## config.mk

```make
export PLATFORM = sky130hd
export DESIGN_NAME = scan_timing_gen
export DESIGN_NICKNAME = d
export VERILOG_FILES = /design/src/rtl/scan_pkg.sv /design/src/rtl/scan_axis_cnt.sv /design/src/rtl/scan_phase.sv /design/src/rtl/scan_timing_gen.sv
export SDC_FILE = /design/constraint.sdc
export NUM_CORES = 1
export LEC_CHECK = 0
export BUFFER_PORTS_ARGS = -buffer_cell sky130_fd_sc_hd__buf_2
export CAP_MARGIN = 25
export CELL_PAD_IN_SITES_DETAIL_PLACEMENT = 0
export CELL_PAD_IN_SITES_GLOBAL_PLACEMENT = 1
export CORE_UTILIZATION = 43
export CTS_BUF_LIST = sky130_fd_sc_hd__clkbuf_2
export DETAILED_ROUTE_END_ITERATION = 8
export HOLD_SLACK_MARGIN = 0.08
export PLACE_DENSITY = 0.78
export SLEW_MARGIN = 40
export SYNTH_ARGS = -nofsm -noshare
export SYNTH_HDL_FRONTEND = slang
export SYNTH_SLANG_ARGS = --single-unit
```

## constraint.sdc

```tcl
create_clock -name clk_i -period 2.3 [get_ports clk_i]
set_clock_uncertainty 0.05 [all_clocks]
set_input_delay 0.115 -clock clk_i [delete_from_list [all_inputs] [get_ports clk_i]]
set_output_delay 0.115 -clock clk_i [all_outputs]
set_load 0.01 [all_outputs]
```

## src/rtl/scan_pkg.sv

```systemverilog
package scan_pkg;
  // true when lo <= v < hi
  function automatic logic in_span(input int unsigned v, input int unsigned lo,
                                   input int unsigned hi);
    return (v >= lo) && (v < hi);
  endfunction
endpackage

```

## src/rtl/scan_axis_cnt.sv

```systemverilog
module scan_axis_cnt #(
  parameter int unsigned LEN = 264,
  localparam int unsigned W = $clog2(LEN)
) (
  input  logic         clk_i,
  input  logic         rst_ni,
  input  logic         step_i,
  output logic [W-1:0] cnt_o,
  output logic [W-1:0] nxt_o,
  output logic         wrap_o
);
  logic [W-1:0] cnt_q;
  logic         last;

  always_comb begin
    last   = (cnt_q == W'(LEN - 1));
    wrap_o = step_i && last;
    if (!step_i)   nxt_o = cnt_q;
    else if (last) nxt_o = '0;
    else           nxt_o = cnt_q + 1'b1;
  end

  always_ff @(posedge clk_i or negedge rst_ni)
    if (!rst_ni) cnt_q <= '0;
    else         cnt_q <= nxt_o;

  assign cnt_o = cnt_q;

  assert_range_R1: assert property (@(posedge clk_i) disable iff (!rst_ni)
    32'(cnt_q) < LEN);
endmodule

```

## src/rtl/scan_phase.sv

```systemverilog
module scan_phase #(
  parameter int unsigned W        = 9,
  parameter int unsigned VIS      = 200,
  parameter int unsigned SYNC_BEG = 210,
  parameter int unsigned SYNC_END = 242
) (
  input  logic [W-1:0] pos_i,
  output logic         vis_o,
  output logic         sync_n_o
);
  import scan_pkg::*;
  assign vis_o    = 32'(pos_i) < VIS;
  assign sync_n_o = !in_span(32'(pos_i), SYNC_BEG, SYNC_END);
endmodule

```

## src/rtl/scan_timing_gen.sv

```systemverilog
module scan_timing_gen #(
  parameter int unsigned H_VIS  = 200,
  parameter int unsigned H_FP   = 10,
  parameter int unsigned H_SYNC = 32,
  parameter int unsigned H_BP   = 22,
  parameter int unsigned V_VIS  = 480,
  parameter int unsigned V_FP   = 10,
  parameter int unsigned V_SYNC = 2,
  parameter int unsigned V_BP   = 33,
  localparam int unsigned H_TOT = H_VIS + H_FP + H_SYNC + H_BP,
  localparam int unsigned V_TOT = V_VIS + V_FP + V_SYNC + V_BP,
  localparam int unsigned XW    = $clog2(H_TOT),
  localparam int unsigned YW    = $clog2(V_TOT)
) (
  input  logic          clk_i,
  input  logic          rst_ni,
  input  logic          pix_en_i,
  output logic          hsync_o,
  output logic          vsync_o,
  output logic          de_o,
  output logic [XW-1:0] x_o,
  output logic [YW-1:0] y_o
);
  logic [XW-1:0] x_nxt;
  logic [YW-1:0] y_nxt;
  logic          line_end, frame_end;
  logic          h_vis, v_vis, h_sn, v_sn;
  logic          hsync_q, vsync_q, de_q;

  scan_axis_cnt #(.LEN(H_TOT)) u_hcnt (
    .clk_i, .rst_ni, .step_i(pix_en_i),
    .cnt_o(x_o), .nxt_o(x_nxt), .wrap_o(line_end)
  );

  scan_axis_cnt #(.LEN(V_TOT)) u_vcnt (
    .clk_i, .rst_ni, .step_i(line_end),
    .cnt_o(y_o), .nxt_o(y_nxt), .wrap_o(frame_end)
  );

  // decode the next counts so strobes land on the same edge as the coordinates
  scan_phase #(.W(XW), .VIS(H_VIS), .SYNC_BEG(H_VIS + H_FP),
               .SYNC_END(H_VIS + H_FP + H_SYNC)) u_hdec (
    .pos_i(x_nxt), .vis_o(h_vis), .sync_n_o(h_sn)
  );

  scan_phase #(.W(YW), .VIS(V_VIS), .SYNC_BEG(V_VIS + V_FP),
               .SYNC_END(V_VIS + V_FP + V_SYNC)) u_vdec (
    .pos_i(y_nxt), .vis_o(v_vis), .sync_n_o(v_sn)
  );

  always_ff @(posedge clk_i or negedge rst_ni)
    if (!rst_ni) begin
      hsync_q <= 1'b1;
      vsync_q <= 1'b1;
      de_q    <= 1'b1;
    end else begin
      hsync_q <= h_sn;
      vsync_q <= v_sn;
      de_q    <= h_vis && v_vis;
    end

  assign hsync_o = hsync_q;
  assign vsync_o = vsync_q;
  assign de_o    = de_q;

  assert_hwrap_R1: assert property (@(posedge clk_i) disable iff (!rst_ni)
    (pix_en_i && 32'(x_o) == H_TOT - 1) |=> x_o == '0);
  assert_vstep_R2: assert property (@(posedge clk_i) disable iff (!rst_ni)
    (pix_en_i && 32'(x_o) == H_TOT - 1 && 32'(y_o) != V_TOT - 1)
      |=> y_o == $past(y_o) + 1'b1);
  assert_vhold_R2: assert property (@(posedge clk_i) disable iff (!rst_ni)
    !(pix_en_i && 32'(x_o) == H_TOT - 1) |=> $stable(y_o));
  assert_frame_R2: assert property (@(posedge clk_i) disable iff (!rst_ni)
    frame_end |=> y_o == '0);
  assert_hsync_R3: assert property (@(posedge clk_i) disable iff (!rst_ni)
    !hsync_o |-> (32'(x_o) >= H_VIS + H_FP && 32'(x_o) < H_VIS + H_FP + H_SYNC));
  assert_vsync_R4: assert property (@(posedge clk_i) disable iff (!rst_ni)
    !vsync_o |-> (32'(y_o) >= V_VIS + V_FP && 32'(y_o) < V_VIS + V_FP + V_SYNC));
  assert_de_R5: assert property (@(posedge clk_i) disable iff (!rst_ni)
    de_o |-> (32'(x_o) < H_VIS && 32'(y_o) < V_VIS));
  assert_hold_R7: assert property (@(posedge clk_i) disable iff (!rst_ni)
    !pix_en_i |=> ($stable(x_o) && $stable(hsync_o) && $stable(vsync_o) && $stable(de_o)));
endmodule

```

Yosys cells after proc, flatten, opt, wreduce, memory -nomap -nowiden

Index checks and enable logic that the tools add are counted.
W data, S select, Z words.

Register bits after elaboration: 22
Input port bits: 3
Logic and storage cells: 25
Output and inout port bits: 22

Order comparisons: 6
$add $sub $neg: 2
Eq/ne operators: 2
Reduce and logical (&&, ||, !) cells: 6
Mux-type cells: 4

Operators with widths:

| cell                    | count |
|---|---|
| $lt A10 B9 Y1 const B   | 2 |
| $mux W10                | 2 |
| $lt A9 B8 Y1 const B    | 2 |
| $mux W9                 | 2 |
| $add A10 B1 Y10 const B | 1 |
| $eq A10 B10 Y1 const B  | 1 |
| $ge A10 B9 Y1 const B   | 1 |
| $add A9 B1 Y9 const B   | 1 |
| $eq A9 B9 Y1 const B    | 1 |
| $ge A9 B8 Y1 const B    | 1 |
| $logic_and A1 B1 Y1     | 4 |
| $logic_not A1 Y1        | 2 |

Logic depth before layout (Yosys ltp)

Word-level depth: 6
Gate-level depth with buffers: 7
Mapped depth without buffers: 7

Hierarchy

A second synthesis with hierarchy kept.

Cell total of the unflattened synthesis: 105
Area total of the unflattened synthesis: 1139.8 µm²

By module, submodules not included:

| module                 | times used | area an instance (µm²) | cells an instance |
|---|---|---|---|
| scan_axis_cnt (u_vcnt) | 1          | 543.0                  | 53 |
| scan_axis_cnt (u_hcnt) | 1          | 429.2                  | 38 |
| scan_timing_gen        | 1          | 85.1                   | 4 |
| scan_phase (u_hdec)    | 1          | 50.0                   | 6 |
| scan_phase (u_vdec)    | 1          | 32.5                   | 4 |

Worst setup path after synthesis

OpenSTA, ideal clock, no wires.

Path type: reg-to-reg
Start: reg u_hcnt.cnt_q[6] (netlist: u_hcnt.cnt_o[6])
End: reg vsync_q (netlist: vsync_o)
Library setup time: 0.096 ns
Buffers on the path: 1
Period minus slack after synthesis: 1.933 ns
Stages on the path, launching flop included: 7
Required time: 2.154 ns
Setup slack: 0.367 ns
Arrival: 1.787 ns
Cell sequence: dfrtp_1 > clkbuf_1 > nor4b_4 > nand2_2 > or4_1 > a22oi_2 > nand4_1

Longest elaborated chain between the ends: 6
Elaborated cells on any way between the ends: 7

RTL lines:

| element                                               | RTL line              | source |
|---|---|---|
| from (decl)                                           | scan_axis_cnt.sv:12   | `logic [W-1:0] cnt_q;` |
| from (signal assigned)                                | scan_axis_cnt.sv:25   | `else cnt_q <= nxt_o;` |
| $eq A9 B9 Y1 *                                        | scan_axis_cnt.sv:16   | `last = (cnt_q == W'(LEN - 1));` |
| $logic_and A1 B1 Y1 *                                 | scan_axis_cnt.sv:17   | `wrap_o = step_i && last;` |
| $mux W10 *                                            | scan_axis_cnt.sv:18   | `if (!step_i) nxt_o = cnt_q;` |
| $ge A10 B9 Y1 / $lt A10 B9 Y1 (equally long branches) | scan_pkg.sv:5         | `return (v >= lo) && (v < hi);` |
| $logic_and A1 B1 Y1 *                                 | scan_pkg.sv:5         |  |
| $logic_not A1 Y1 *                                    | scan_phase.sv:13      | `assign sync_n_o = !in_span(32'(pos_i), SYNC_BEG, SYNC_END);` |
| named net u_vdec.sync_n_o                             | scan_phase.sv:9       | `output logic sync_n_o` |
| to (signal assigned)                                  | scan_timing_gen.sv:58 | `vsync_q <= v_sn;` |
| to (decl)                                             | scan_timing_gen.sv:28 | `logic hsync_q, vsync_q, de_q;` |

The timed path passes the listed nets; every way through them passes the cells marked *.

Final worst setup path

Start: reg u_hcnt.cnt_q[5] (netlist: u_hcnt.cnt_o[5])
End: reg de_q (netlist: de_o)

Longest elaborated chain between the ends: 5
Elaborated cells on any way between the ends: 9

RTL lines:

| element                                               | RTL line                                 | source |
|---|---|---|
| $add A9 B1 Y9 / $eq A9 B9 Y1 (equally long branches)  | scan_axis_cnt.sv:20, scan_axis_cnt.sv:16 |  |
| $mux W9 / $logic_and A1 B1 Y1 (equally long branches) | scan_axis_cnt.sv:19, scan_axis_cnt.sv:17 |  |
| $mux W9 / $mux W10 (equally long branches)            | scan_axis_cnt.sv:18                      |  |
| $lt A9 B8 Y1 / $lt A10 B9 Y1 (equally long branches)  | scan_phase.sv:12                         | `assign vis_o = 32'(pos_i) < VIS;` |
| $logic_and A1 B1 Y1 *                                 | scan_timing_gen.sv:59                    | `de_q <= h_vis && v_vis;` |
| to (signal assigned)                                  | scan_timing_gen.sv:59                    |  |
| to (decl)                                             | scan_timing_gen.sv:28                    |  |

Every way passes the cells marked *; elsewhere a longest branch is shown, timed or not.

==> results.tsv <==
metric	value	unit
synth-async-reset-ratio	1.00	
rr_worst_depth	6	
use_met1	0.294	
start_kind	flop	
grt_pass1_wl	4.84	mm
rsz0062_at_grt	false	
boundaryPins	25	
place_congestion	0.836	
p_switching	0.395	mW
worst_slack	0.163	ns
reg2reg_to	de_o$_DFF_PN1_	
synthCells	138	
dieArea	3280	um2
met2_usage	0.281	
drv_cap	0	
crit_type	reg2reg	
yosys_most_used_dff	dfrtp_1	
place.port_buffers	24	
end_kind	flop	
arrival	2.36	ns
grt_usage	0.193	
clk_latency	0.34	ns
p_sw_frac	0.371	
clkSinkCount	22	
synthAdderAreaFrac	0.0286	
violations	DRC	
crit_start	u_hcnt.cnt_o[5]$_DFF_PN0_	
antennaDiodeCount	0	
seqPwrFrac	0.506	
min_period	2.14	ns
grt_pass1_vias	1023	
ys_ff_latch	22	
drv_slew	0	
setup_viol_count_final	0	
maxSlewHeadroom	0.594	
use_met3	0.0249	
cts_inserted_buffers	3	
fmax	468	MHz
ir_worst_vdd	0.000660	V
overflow	0	
areaGrowthSynthToFinish	14.9	%
drive_gt1_frac	0.259	
p_int	0.669	mW
num_vias	1131	
post_cts.repair.setup_buffers	0	
dp_hpwl	2.16	mm
post-place-ws	0.226	ns
final_nets	173	
synth_top_family_by_area	simple AND/OR/NAND/NOR gates	
firstDrtPassIters	9	
powerDensity	705	nW/um2
ys_seq_area_frac	0.422	
pwr-share-clk	0.153	
synth.mux.area_fraction	0.0314	
finalHoldViolations	0	
drt_first_iter_violations	42	
finalCritPeriodShare	0.929	
cp_max_fo	11	
synthXorXnorAreaFrac	0.0667	
run_status	finished with violations	
rrSetupSlack	0.16	ns
h-tree-depth	1	
synthesis.area	1310	um2
cp.required	2.53	ns
wl	2.91	mm
worstMarginPinSlew	0.593	ns
timing.rr.start	u_hcnt.cnt_o[5]$_DFF_PN0_	
row_count	19	
clockRootBuffer	clkbuf_2	
setup-tns-final	0	ns
syn_avg_cell_area	9.52	um2
fp.dieH	57.3	um
cts_buffer_depth	2	
synth.distinct_cells	41	
start_util	0.464	
cts_tree	done	
synth.yosys.warnings	0	
synth_enable_flop_cells	0	
core	2830	um2
drc	3	
syn_nets	144	
grt.busiest_layer	met1	
vias_per_cell	5.74	
fp.dieW	57.3	um
synth_compound_area_frac	0.126	
drtAntennaViolNets	0	
synthSimpleGateAreaFrac	0.272	
avgRoutedWirePerCell	14.8	um
hold_class	in2async	
grt_max_degree	23	
cts.reportedPaths.clkPinSlew	0.21	ns
combPwrFrac	0.341	
antenna_found_initial	0	
p_leak	0.691	nW
[metrics by stage]
stage,area (um2),hold slack (ns),utilization,power [mW],cells
after global placement,1470,0.0590,0.520,0.898,191
after global routing,1510,0.228,0.533,1.12,197
after floorplan,1310,-0.231,-,0.779,138
final,1510,0.171,0.533,1.06,197
after CTS,1510,0.194,0.533,1.07,197
after detailed placement,1470,0.0589,0.520,0.905,191
[area by class of cell]
type	instances	area [um2]
timing repair buffer	31	178
sequential	22	554
tap	31	38.8
fill	284	1320
clock inverter	1	3.75
clock buffer	3	15.0
inverter	8	30.0
multi-input combinational	101	689
[cells in the final DEF (no fill, tap or decap), types with 2 or more instances in the layout]
cell type and n:
buf_2 24, dfrtp_1 19, nand2_1 12, nor2_1 11, nand3_1 9, inv_1 8
o21ai_0 7, xnor2_1 7, buf_4 5, or3_1 4, nand4_1 4, nor2b_1 3
and3_1 3, xor2_1 3, mux2i_1 3, a21oi_1 3, a2111oi_0 3, ha_1 3
clkbuf_2 3, dfstp_2 3, and4_1 2, o31ai_1 2, nor3_1 2, nor4_1 2
o31a_1 2, dlygate4sd3_1 2
[registers in the layout, summed over array words and instances, names as in the netlist]
| signal | count |
|---|---|
| de_o | 1 |
| hsync_o | 1 |
| u_hcnt.cnt_o | 9 |
| vsync_o | 1 |
| u_vcnt.cnt_o | 10 |
[worst max-delay path by stage]
stage	to	slack [ns]
after floorplan	vsync_o$_DFF_PN1_	0.37
after global placement	vsync_o$_DFF_PN1_	0.27
after detailed placement	de_o$_DFF_PN1_	0.23
after CTS	de_o$_DFF_PN1_	0.17
after global routing	de_o$_DFF_PN1_	0.0005
final	de_o$_DFF_PN1_	0.16
[routing by layer]
| metal | part of all wire | wire, um | vias up |
|---|---|---|---|
| li1 | - | - | 556 |
| met1 | 0.50 | 1450 | 535 |
| met2 | 0.44 | 1270 | 35 |
| met3 | 0.049 | 142 | 5 |
| met4 | 0.015 | 44 | 0 |
| met5 | 0 | 0 | - |
[critical path, cell delays in order, from the launching register on]
cell	delay [ns]
dfrtp_1	0.52
nor4b_4	0.37
nand3_1	0.21
buf_4	0.22
o21ai_0	0.29
a22oi_2	0.16
nor4b_2	0.23
[cells in the mapped netlist, drive strengths merged (2+ instances only)]
cell,instances,area (um2)
xnor2,7,61.3
and3,3,18.8
a21oi,3,15.0
mux2i,3,30.0
nor4,2,12.5
buf,6,36.3
ha,3,37.5
o21ai,8,40.0
dfrtp,19,475
nor2b,3,18.8
and4,2,17.5
nor4b,2,38.8
nand2,13,51.3
inv,8,30.0
nand4,4,25.0
xor2,3,26.3
nor2,11,41.3
o31ai,2,15.0
a2111oi,3,26.3
nor3,3,26.3
a22oi,2,20.0
dfstp,3,78.8
nand3,9,45.0
or3,4,25.0
o31a,2,17.5
[repair_timing]
item / CTS / global route
resized for setup: 0 / 0
setup endpoints to repair: 0 / 0
hold endpoints to repair: 24 / 0
hold buffers: 2 / 0
[power groups by stage]
| stage | clock (mW) | sequential, mW | combinational, mW |
|---|---|---|---|
| final | 0.163 | 0.538 | 0.362 |
| after global placement | 0 | 0.544 | 0.354 |
| after CTS | 0.167 | 0.539 | 0.363 |
| after floorplan | 0 | 0.563 | 0.216 |
| after detailed placement | 0 | 0.547 | 0.359 |
| after global routing | 0.173 | 0.548 | 0.404 |
[kinds of logic (layout without fill, tap and decap cells)]
group	after synthesis	in the layout
AOI/OAI and AO/OA	24	24
adders and majority gates	3	3
buffers and inverters	15	43
and+or+nand+nor	60	60
DFF	22	22
muxes	4	4
xor gates and xnor gates	10	10
No activity file was read; power rests on OpenSTA's default activity.
